## src/rtl/ptg_pkg.sv

```systemverilog
package ptg_pkg;
   // horizontal word field positions
   localparam int unsigned HACT_LO = 2;
   localparam int unsigned HACT_W  = 6;
   localparam int unsigned HSW_LO  = 8;
   localparam int unsigned HSW_W   = 8;
   localparam int unsigned HFP_LO  = 16;
   localparam int unsigned HFP_W   = 8;
   localparam int unsigned HBP_LO  = 24;
   localparam int unsigned HBP_W   = 8;
   // vertical word field positions
   localparam int unsigned VACT_LO = 0;
   localparam int unsigned VACT_W  = 10;
   localparam int unsigned VSW_LO  = 10;
   localparam int unsigned VSW_W   = 6;
   localparam int unsigned VFP_LO  = 16;
   localparam int unsigned VFP_W   = 8;
   localparam int unsigned VBP_LO  = 24;
   localparam int unsigned VBP_W   = 8;
   // polarity word bits
   localparam int unsigned PB_INV_V  = 11;
   localparam int unsigned PB_INV_H  = 12;
   localparam int unsigned PB_FALL   = 13;
   localparam int unsigned PB_INV_DE = 14;
   localparam int unsigned CPL_LO    = 16;
   localparam int unsigned CPL_W     = 10;
   // boundary arithmetic width and the smallest counter that spans a maximal line or frame
   localparam int unsigned BND_W     = 16;
   localparam int unsigned MIN_CNT_W = 11;

   typedef logic [BND_W-1:0] bnd_t;

   typedef struct packed {
      bnd_t act_end;     // first position after the active region
      bnd_t sync_start;  // first position of the sync region
      bnd_t sync_end;    // first position after the sync region
      bnd_t last;        // final position before wrap
   } axis_bnd_t;
endpackage

```

## src/rtl/ptg_decode.sv

```systemverilog
module ptg_decode
   import ptg_pkg::*;
#(
   parameter bit ACT_FROM_CPL = 1'b0
) (
   input  logic [31:0] hw,
   input  logic [31:0] vw,
   input  logic [31:0] pw,
   output axis_bnd_t   hb,
   output axis_bnd_t   vb,
   output logic        inv_h,
   output logic        inv_v,
   output logic        inv_de,
   output logic        fall
);
   bnd_t h_act;
   logic unused_fields;

   // variant select: active width from the 16-pixel field or from clocks-per-line
   generate
      if (ACT_FROM_CPL) begin : g_act_cpl
         assign h_act = BND_W'(pw[CPL_LO +: CPL_W]) + bnd_t'(1);
      end else begin : g_act_ppl
         assign h_act = (BND_W'(hw[HACT_LO +: HACT_W]) + bnd_t'(1)) << 4;
      end
   endgenerate

   always_comb begin
      hb.act_end    = h_act;
      hb.sync_start = h_act + BND_W'(hw[HFP_LO +: HFP_W]) + bnd_t'(1);
      hb.sync_end   = hb.sync_start + BND_W'(hw[HSW_LO +: HSW_W]) + bnd_t'(1);
      hb.last       = hb.sync_end + BND_W'(hw[HBP_LO +: HBP_W]);
   end

   always_comb begin
      vb.act_end    = BND_W'(vw[VACT_LO +: VACT_W]) + bnd_t'(1);
      vb.sync_start = vb.act_end + BND_W'(vw[VFP_LO +: VFP_W]);
      vb.sync_end   = vb.sync_start + BND_W'(vw[VSW_LO +: VSW_W]) + bnd_t'(1);
      vb.last       = vb.sync_end + BND_W'(vw[VBP_LO +: VBP_W]) - bnd_t'(1);
   end

   assign inv_h  = pw[PB_INV_H];
   assign inv_v  = pw[PB_INV_V];
   assign inv_de = pw[PB_INV_DE];
   assign fall   = pw[PB_FALL];

   assign unused_fields = ^{hw[1:0], pw};
endmodule

```

## src/rtl/ptg_axis.sv

```systemverilog
module ptg_axis
   import ptg_pkg::*;
#(
   parameter int unsigned CNT_W = 11
) (
   input  logic             clk,
   input  logic             rst_n,
   input  logic             run,
   input  logic             step,
   input  axis_bnd_t        bnd,
   output logic [CNT_W-1:0] cnt,
   output logic             wrap,
   output logic             in_act,
   output logic             in_sync
);
   bnd_t pos;
   logic at_last;

   assign pos     = BND_W'(cnt);
   assign at_last = (pos == bnd.last);
   assign wrap    = run & step & at_last;
   assign in_act  = (pos < bnd.act_end);
   assign in_sync = (pos >= bnd.sync_start) && (pos < bnd.sync_end);

   always_ff @(posedge clk or negedge rst_n) begin
      if (!rst_n) begin
         cnt <= '0;
      end else if (!run) begin
         cnt <= '0;
      end else if (step) begin
         cnt <= at_last ? '0 : cnt + CNT_W'(1);
      end
   end
endmodule

```

## src/rtl/ptg_power_seq.sv

```systemverilog
module ptg_power_seq (
   input  logic clk,
   input  logic rst_n,
   input  logic en_req,
   input  logic pwr_req,
   output logic run,
   output logic pwr
);
   // run stays on while power is still up; power needs a running controller
   always_ff @(posedge clk or negedge rst_n) begin
      if (!rst_n) begin
         run <= 1'b0;
         pwr <= 1'b0;
      end else begin
         run <= en_req | pwr;
         pwr <= pwr_req & en_req & run;
      end
   end
endmodule

```

## src/rtl/ptg_out_stage.sv

```systemverilog
module ptg_out_stage #(
   parameter int unsigned CNT_W = 11
) (
   input  logic             clk,
   input  logic             rst_n,
   input  logic             run,
   input  logic [CNT_W-1:0] hcnt,
   input  logic [CNT_W-1:0] vcnt,
   input  logic             h_act,
   input  logic             v_act,
   input  logic             h_sync,
   input  logic             v_sync,
   input  logic             inv_h,
   input  logic             inv_v,
   input  logic             inv_de,
   input  logic             fall,
   output logic             hsync,
   output logic             vsync,
   output logic             de,
   output logic             frame_start,
   output logic [CNT_W-1:0] pix_x,
   output logic [CNT_W-1:0] pix_y,
   output logic             fall_edge
);
   logic origin;
   assign origin = (hcnt == '0) && (vcnt == '0);

   always_ff @(posedge clk or negedge rst_n) begin
      if (!rst_n) begin
         hsync       <= 1'b0;
         vsync       <= 1'b0;
         de          <= 1'b0;
         frame_start <= 1'b0;
         pix_x       <= '0;
         pix_y       <= '0;
         fall_edge   <= 1'b0;
      end else begin
         hsync       <= (run & h_sync) ^ inv_h;
         vsync       <= (run & v_sync) ^ inv_v;
         de          <= (run & h_act & v_act) ^ inv_de;
         frame_start <= run & origin;
         pix_x       <= run ? hcnt : '0;
         pix_y       <= run ? vcnt : '0;
         fall_edge   <= fall;
      end
   end
endmodule

```

## src/rtl/panel_timing_gen.sv

```systemverilog
module panel_timing_gen
   import ptg_pkg::*;
#(
   parameter int unsigned CNT_W        = 11,
   parameter bit          ACT_FROM_CPL = 1'b0
) (
   input  logic             clk,
   input  logic             rst_n,
   input  logic             pix_ce,
   input  logic             ctl_en,
   input  logic             pwr_req,
   input  logic [31:0]      h_timing,
   input  logic [31:0]      v_timing,
   input  logic [31:0]      pol_ctl,
   output logic             hsync,
   output logic             vsync,
   output logic             de,
   output logic             frame_start,
   output logic [CNT_W-1:0] pix_x,
   output logic [CNT_W-1:0] pix_y,
   output logic             panel_pwr,
   output logic             data_fall_edge
);
   generate
      if (CNT_W < MIN_CNT_W || CNT_W > BND_W) begin : g_bad_cnt_w
         $error("CNT_W must lie between MIN_CNT_W and BND_W");
      end
   endgenerate

   logic             run_q;
   logic [31:0]      sh_h, sh_v, sh_p;
   axis_bnd_t        hb, vb;
   logic             inv_h, inv_v, inv_de, fall;
   logic [CNT_W-1:0] hcnt, vcnt;
   logic             h_wrap, v_wrap, h_act, v_act, h_sync, v_sync;
   logic             frame_end;

   ptg_power_seq u_pwr (
      .clk     (clk),
      .rst_n   (rst_n),
      .en_req  (ctl_en),
      .pwr_req (pwr_req),
      .run     (run_q),
      .pwr     (panel_pwr)
   );

   assign frame_end = h_wrap & v_wrap;

   // shadow copies: transparent while stopped, reloaded only at a frame boundary while running
   always_ff @(posedge clk or negedge rst_n) begin
      if (!rst_n) begin
         sh_h <= '0;
         sh_v <= '0;
         sh_p <= '0;
      end else if (!run_q || frame_end) begin
         sh_h <= h_timing;
         sh_v <= v_timing;
         sh_p <= pol_ctl;
      end
   end

   ptg_decode #(.ACT_FROM_CPL(ACT_FROM_CPL)) u_dec (
      .hw     (sh_h),
      .vw     (sh_v),
      .pw     (sh_p),
      .hb     (hb),
      .vb     (vb),
      .inv_h  (inv_h),
      .inv_v  (inv_v),
      .inv_de (inv_de),
      .fall   (fall)
   );

   ptg_axis #(.CNT_W(CNT_W)) u_hax (
      .clk     (clk),
      .rst_n   (rst_n),
      .run     (run_q),
      .step    (pix_ce),
      .bnd     (hb),
      .cnt     (hcnt),
      .wrap    (h_wrap),
      .in_act  (h_act),
      .in_sync (h_sync)
   );

   ptg_axis #(.CNT_W(CNT_W)) u_vax (
      .clk     (clk),
      .rst_n   (rst_n),
      .run     (run_q),
      .step    (h_wrap),
      .bnd     (vb),
      .cnt     (vcnt),
      .wrap    (v_wrap),
      .in_act  (v_act),
      .in_sync (v_sync)
   );

   ptg_out_stage #(.CNT_W(CNT_W)) u_out (
      .clk         (clk),
      .rst_n       (rst_n),
      .run         (run_q),
      .hcnt        (hcnt),
      .vcnt        (vcnt),
      .h_act       (h_act),
      .v_act       (v_act),
      .h_sync      (h_sync),
      .v_sync      (v_sync),
      .inv_h       (inv_h),
      .inv_v       (inv_v),
      .inv_de      (inv_de),
      .fall        (fall),
      .hsync       (hsync),
      .vsync       (vsync),
      .de          (de),
      .frame_start (frame_start),
      .pix_x       (pix_x),
      .pix_y       (pix_y),
      .fall_edge   (data_fall_edge)
   );
endmodule

```

## config.mk

```make
export PLATFORM = sky130hd
export DESIGN_NAME = panel_timing_gen
export DESIGN_NICKNAME = d
export VERILOG_FILES = /design/src/rtl/ptg_pkg.sv /design/src/rtl/ptg_decode.sv /design/src/rtl/ptg_axis.sv /design/src/rtl/ptg_power_seq.sv /design/src/rtl/ptg_out_stage.sv /design/src/rtl/panel_timing_gen.sv
export SDC_FILE = /design/constraint.sdc
export NUM_CORES = 1
export LEC_CHECK = 0
export BUFFER_PORTS_ARGS = -buffer_cell sky130_fd_sc_hd__buf_2
export CAP_MARGIN = 40
export CORE_MARGIN = 2
export CORE_UTILIZATION = 60
export CTS_CLUSTER_SIZE = 25
export DETAILED_ROUTE_END_ITERATION = 7
export HOLD_SLACK_MARGIN = 0.08
export PLACE_DENSITY = 0.92
export SLEW_MARGIN = 10
export SYNTH_ARGS = -nofsm -noshare
export SYNTH_HDL_FRONTEND = slang
export SYNTH_HIERARCHICAL = 1
export SYNTH_SLANG_ARGS = --single-unit
```

## constraint.sdc

```tcl
create_clock -name clk -period 8.45 [get_ports clk]
set_input_delay 0.845 -clock clk [delete_from_list [all_inputs] [get_ports clk]]
set_output_delay 0.845 -clock clk [all_outputs]
set_load 0.01 [all_outputs]
```

==> results.py <==
metrics = {
    "status": {
        "status": "finished, final reports clean",
    },
    "yosys": {
        "yosys_warnings": 6,
        "syn_inst": 1052,
        "syn_area_um2": 9850,
        "avgSynthCellArea_um2": 9.36,
    },
    "finish": {
        "multi_input_area_um2": 6220,
        "fin_area_um2": 11000,
        "final_nets": 1368,
        "regArea_um2": 2930,
        "fillers": 1147,
        "syn_to_final_growth_pct": 11.2,
        "drive_gt1_frac": 0.164,
        "diodes": 0,
    },
    "setup_path": {
        "cp-start-kind": "flop",
        "required_ns": 8.75,
        "path_max_fanout": 66,
        "cp-end-kind": "flop",
        "crit_arrival_ns": 7.92,
        "critPathKind": "reg -> reg",
    },
    "sta": {
        "min_period_ns": 7.63,
        "worst_clock_skew_ns": 0.0125,
        "hold_violations": 0,
        "setup_tns_ns": 0,
        "grt_setup_unrepaired": "no",
        "worst_slew_pin_slew_ns": 0.763,
        "relSlewSlack": 0.485,
        "drv_slew": 0,
        "fin_crit_sh": 0.902,
        "setup_violations": 0,
        "timing.fmax_ghz": 0.131,
    },
    "placement": {
        "dp_hpwl_mm": 16.3,
        "placed_area_um2": 10400,
        "io_buffers": 98,
        "routabilityCongestion": 0.880,
    },
    "cts": {
        "cts_tree": "yes",
        "cts_resized": 0,
        "clock_path_buffers": 2,
        "cts.sinks": 117,
        "cts_buffers": 17,
        "path_clk_slew_ns": 0.06,
        "cts_setup_buffers": 0,
        "clk_latency_ns": 0.43,
        "cts-root-buf": "clkbuf_16",
        "h-tree-depth": 4,
        "cts_hold_buf": 0,
    },
    "power_and_ir_drop": {
        "leakage_nw": 5.32,
        "powerDensity_nw_per_um2": 351,
        "ir_drop_mv": 0.298,
    },
    "job": {
        "drv_cap": 0,
    },
    "global_route": {
        "grt_pass1_wl_mm": 37.8,
        "grt_overflow_total": 0,
        "grt_max_degree": 67,
        "grt.total_usage": 0.268,
        "grt_pass1_vias": 8067,
        "antenna_found_initial": 0,
    },
    "floorplan": {
        "core_um2": 15900,
        "rows": 46,
        "io_pins": 129,
        "initial_core_util": 0.618,
        "die_w_um": 132,
        "die_area_um2": 17500,
        "dieHeight_um": 132,
    },
    "routing": {
        "wirelength_mm": 22.9,
        "vias_per_cell": 5.90,
        "drcViolationCount": 0,
        "drt_iter0_markers": 709,
        "firstDrtPassIters": 5,
        "ant_nets": 0,
        "dr_total_vias": 8119,
        "wire_per_inst_um": 16.6,
    },
    "min_path": {
        "hp-class": "reg -> reg",
    },
}
==> critical path, stage by stage, from the launching register on <==
cell and delay (ns):
dfrtp_1 0.39, ha_1 0.25, nand3_1 0.13, xnor2_1 0.31
ha_1 0.32, a21oi_1 0.16, o21ai_1 0.16, xor2_1 0.21
ha_1 0.25, o41ai_1 0.75, nor2_1 0.14, xor2_1 0.19
ha_1 0.35, a31oi_2 0.32, nor2b_1 0.08, a211oi_1 0.28
a211oi_2 0.12, xnor2_1 0.24, or4_4 0.62, xnor2_1 0.19
xnor2_1 0.14, nand4_1 0.15, or4_4 0.63, nor3_2 0.20
a21boi_4 0.07, buf_4 0.15, buf_16 0.18, mux2_1 0.39
==> power breakdown <==
group	switching (mW)	total [mW]	internal [mW]	leakage, nW
Sequential	0.101	0.727	0.626	1.43
Clock	0.268	0.699	0.431	0.257
Combinational	1.37	2.42	1.05	3.63
==> state kept, by name, summed over array words and instances, names as in the netlist <==
register           cells
u_pwr/pwr              1
u_out/hsync            1
u_out/vsync            1
u_out/fall_edge        1
sh_h                  30
u_out/de               1
u_out/pix_x           11
u_vax/cnt             11
u_pwr/run              1
sh_v                  32
u_out/pix_y           11
u_hax/cnt             11
sh_p                   4
u_out/frame_start      1
==> final cells by class <==
| type | count | share of cell area |
|---|---|---|
| sequential | 117 | 0.267 |
| timing repair buffer | 104 | 0.0528 |
| multi-input combinational | 806 | 0.568 |
| clock buffer | 19 | 0.0395 |
| inverter | 103 | 0.0358 |
| clock inverter | 12 | 0.0121 |
| tap | 216 | 0.0247 |
==> stage by stage <==
step / setup WS [ns] / util / std cells / total power, mW / hold slack, ns
global placement: 1.08 / 0.648 / 1344 / 2.95 / 0.357
floorplan: 1.81 / - / 1085 / 2.62 / 0.439
detailed placement: 0.923 / 0.650 / 1345 / 3.07 / 0.371
finish: 0.824 / 0.687 / 1377 / 3.85 / 0.380
global route: 0.420 / 0.687 / 1377 / 4.16 / 0.395
CTS: 0.867 / 0.685 / 1376 / 3.82 / 0.385
==> worst paths after layout <==
kind,depth (start not counted),endpoint,slack (ns),startpoint
worst min-delay path,0,u_out/fall_edge,0.38,sh_p[13]
min in group asynchronous,1,sh_h[7],0.41,rst_n
worst max-delay path,27,sh_h[18],0.82,sh_v[0]
max in group asynchronous,3,u_out/pix_y[10],7.09,rst_n
worst max register to register,27,sh_h[18],0.82,sh_v[0]
worst min register to register,0,u_out/fall_edge,0.38,sh_p[13]
==> per-layer routing <==
| metal | GRT usage | up-vias | part of all wire |
|---|---|---|---|
| li1 | - | 3845 | - |
| met1 | 0.335 | 3850 | 0.42 |
| met2 | 0.444 | 350 | 0.47 |
| met3 | 0.0615 | 74 | 0.082 |
| met4 | 0.118 | 0 | 0.029 |
| met5 | 0 | - | 0 |
==> placed cells by master (no fill, tap or decap), types with 29 or more instances in the layout <==
master / count
a21o_1: 30
a21oi_1: 44
buf_2: 97
conb_1: 34
dfrtp_1: 117
ha_1: 112
inv_1: 98
mux2_1: 38
nand2_1: 49
nand3_1: 29
nor2_1: 52
nor3_1: 29
o21ai_0: 48
xnor2_1: 63
xor2_1: 29
Power figures use the tool's default switching activity.
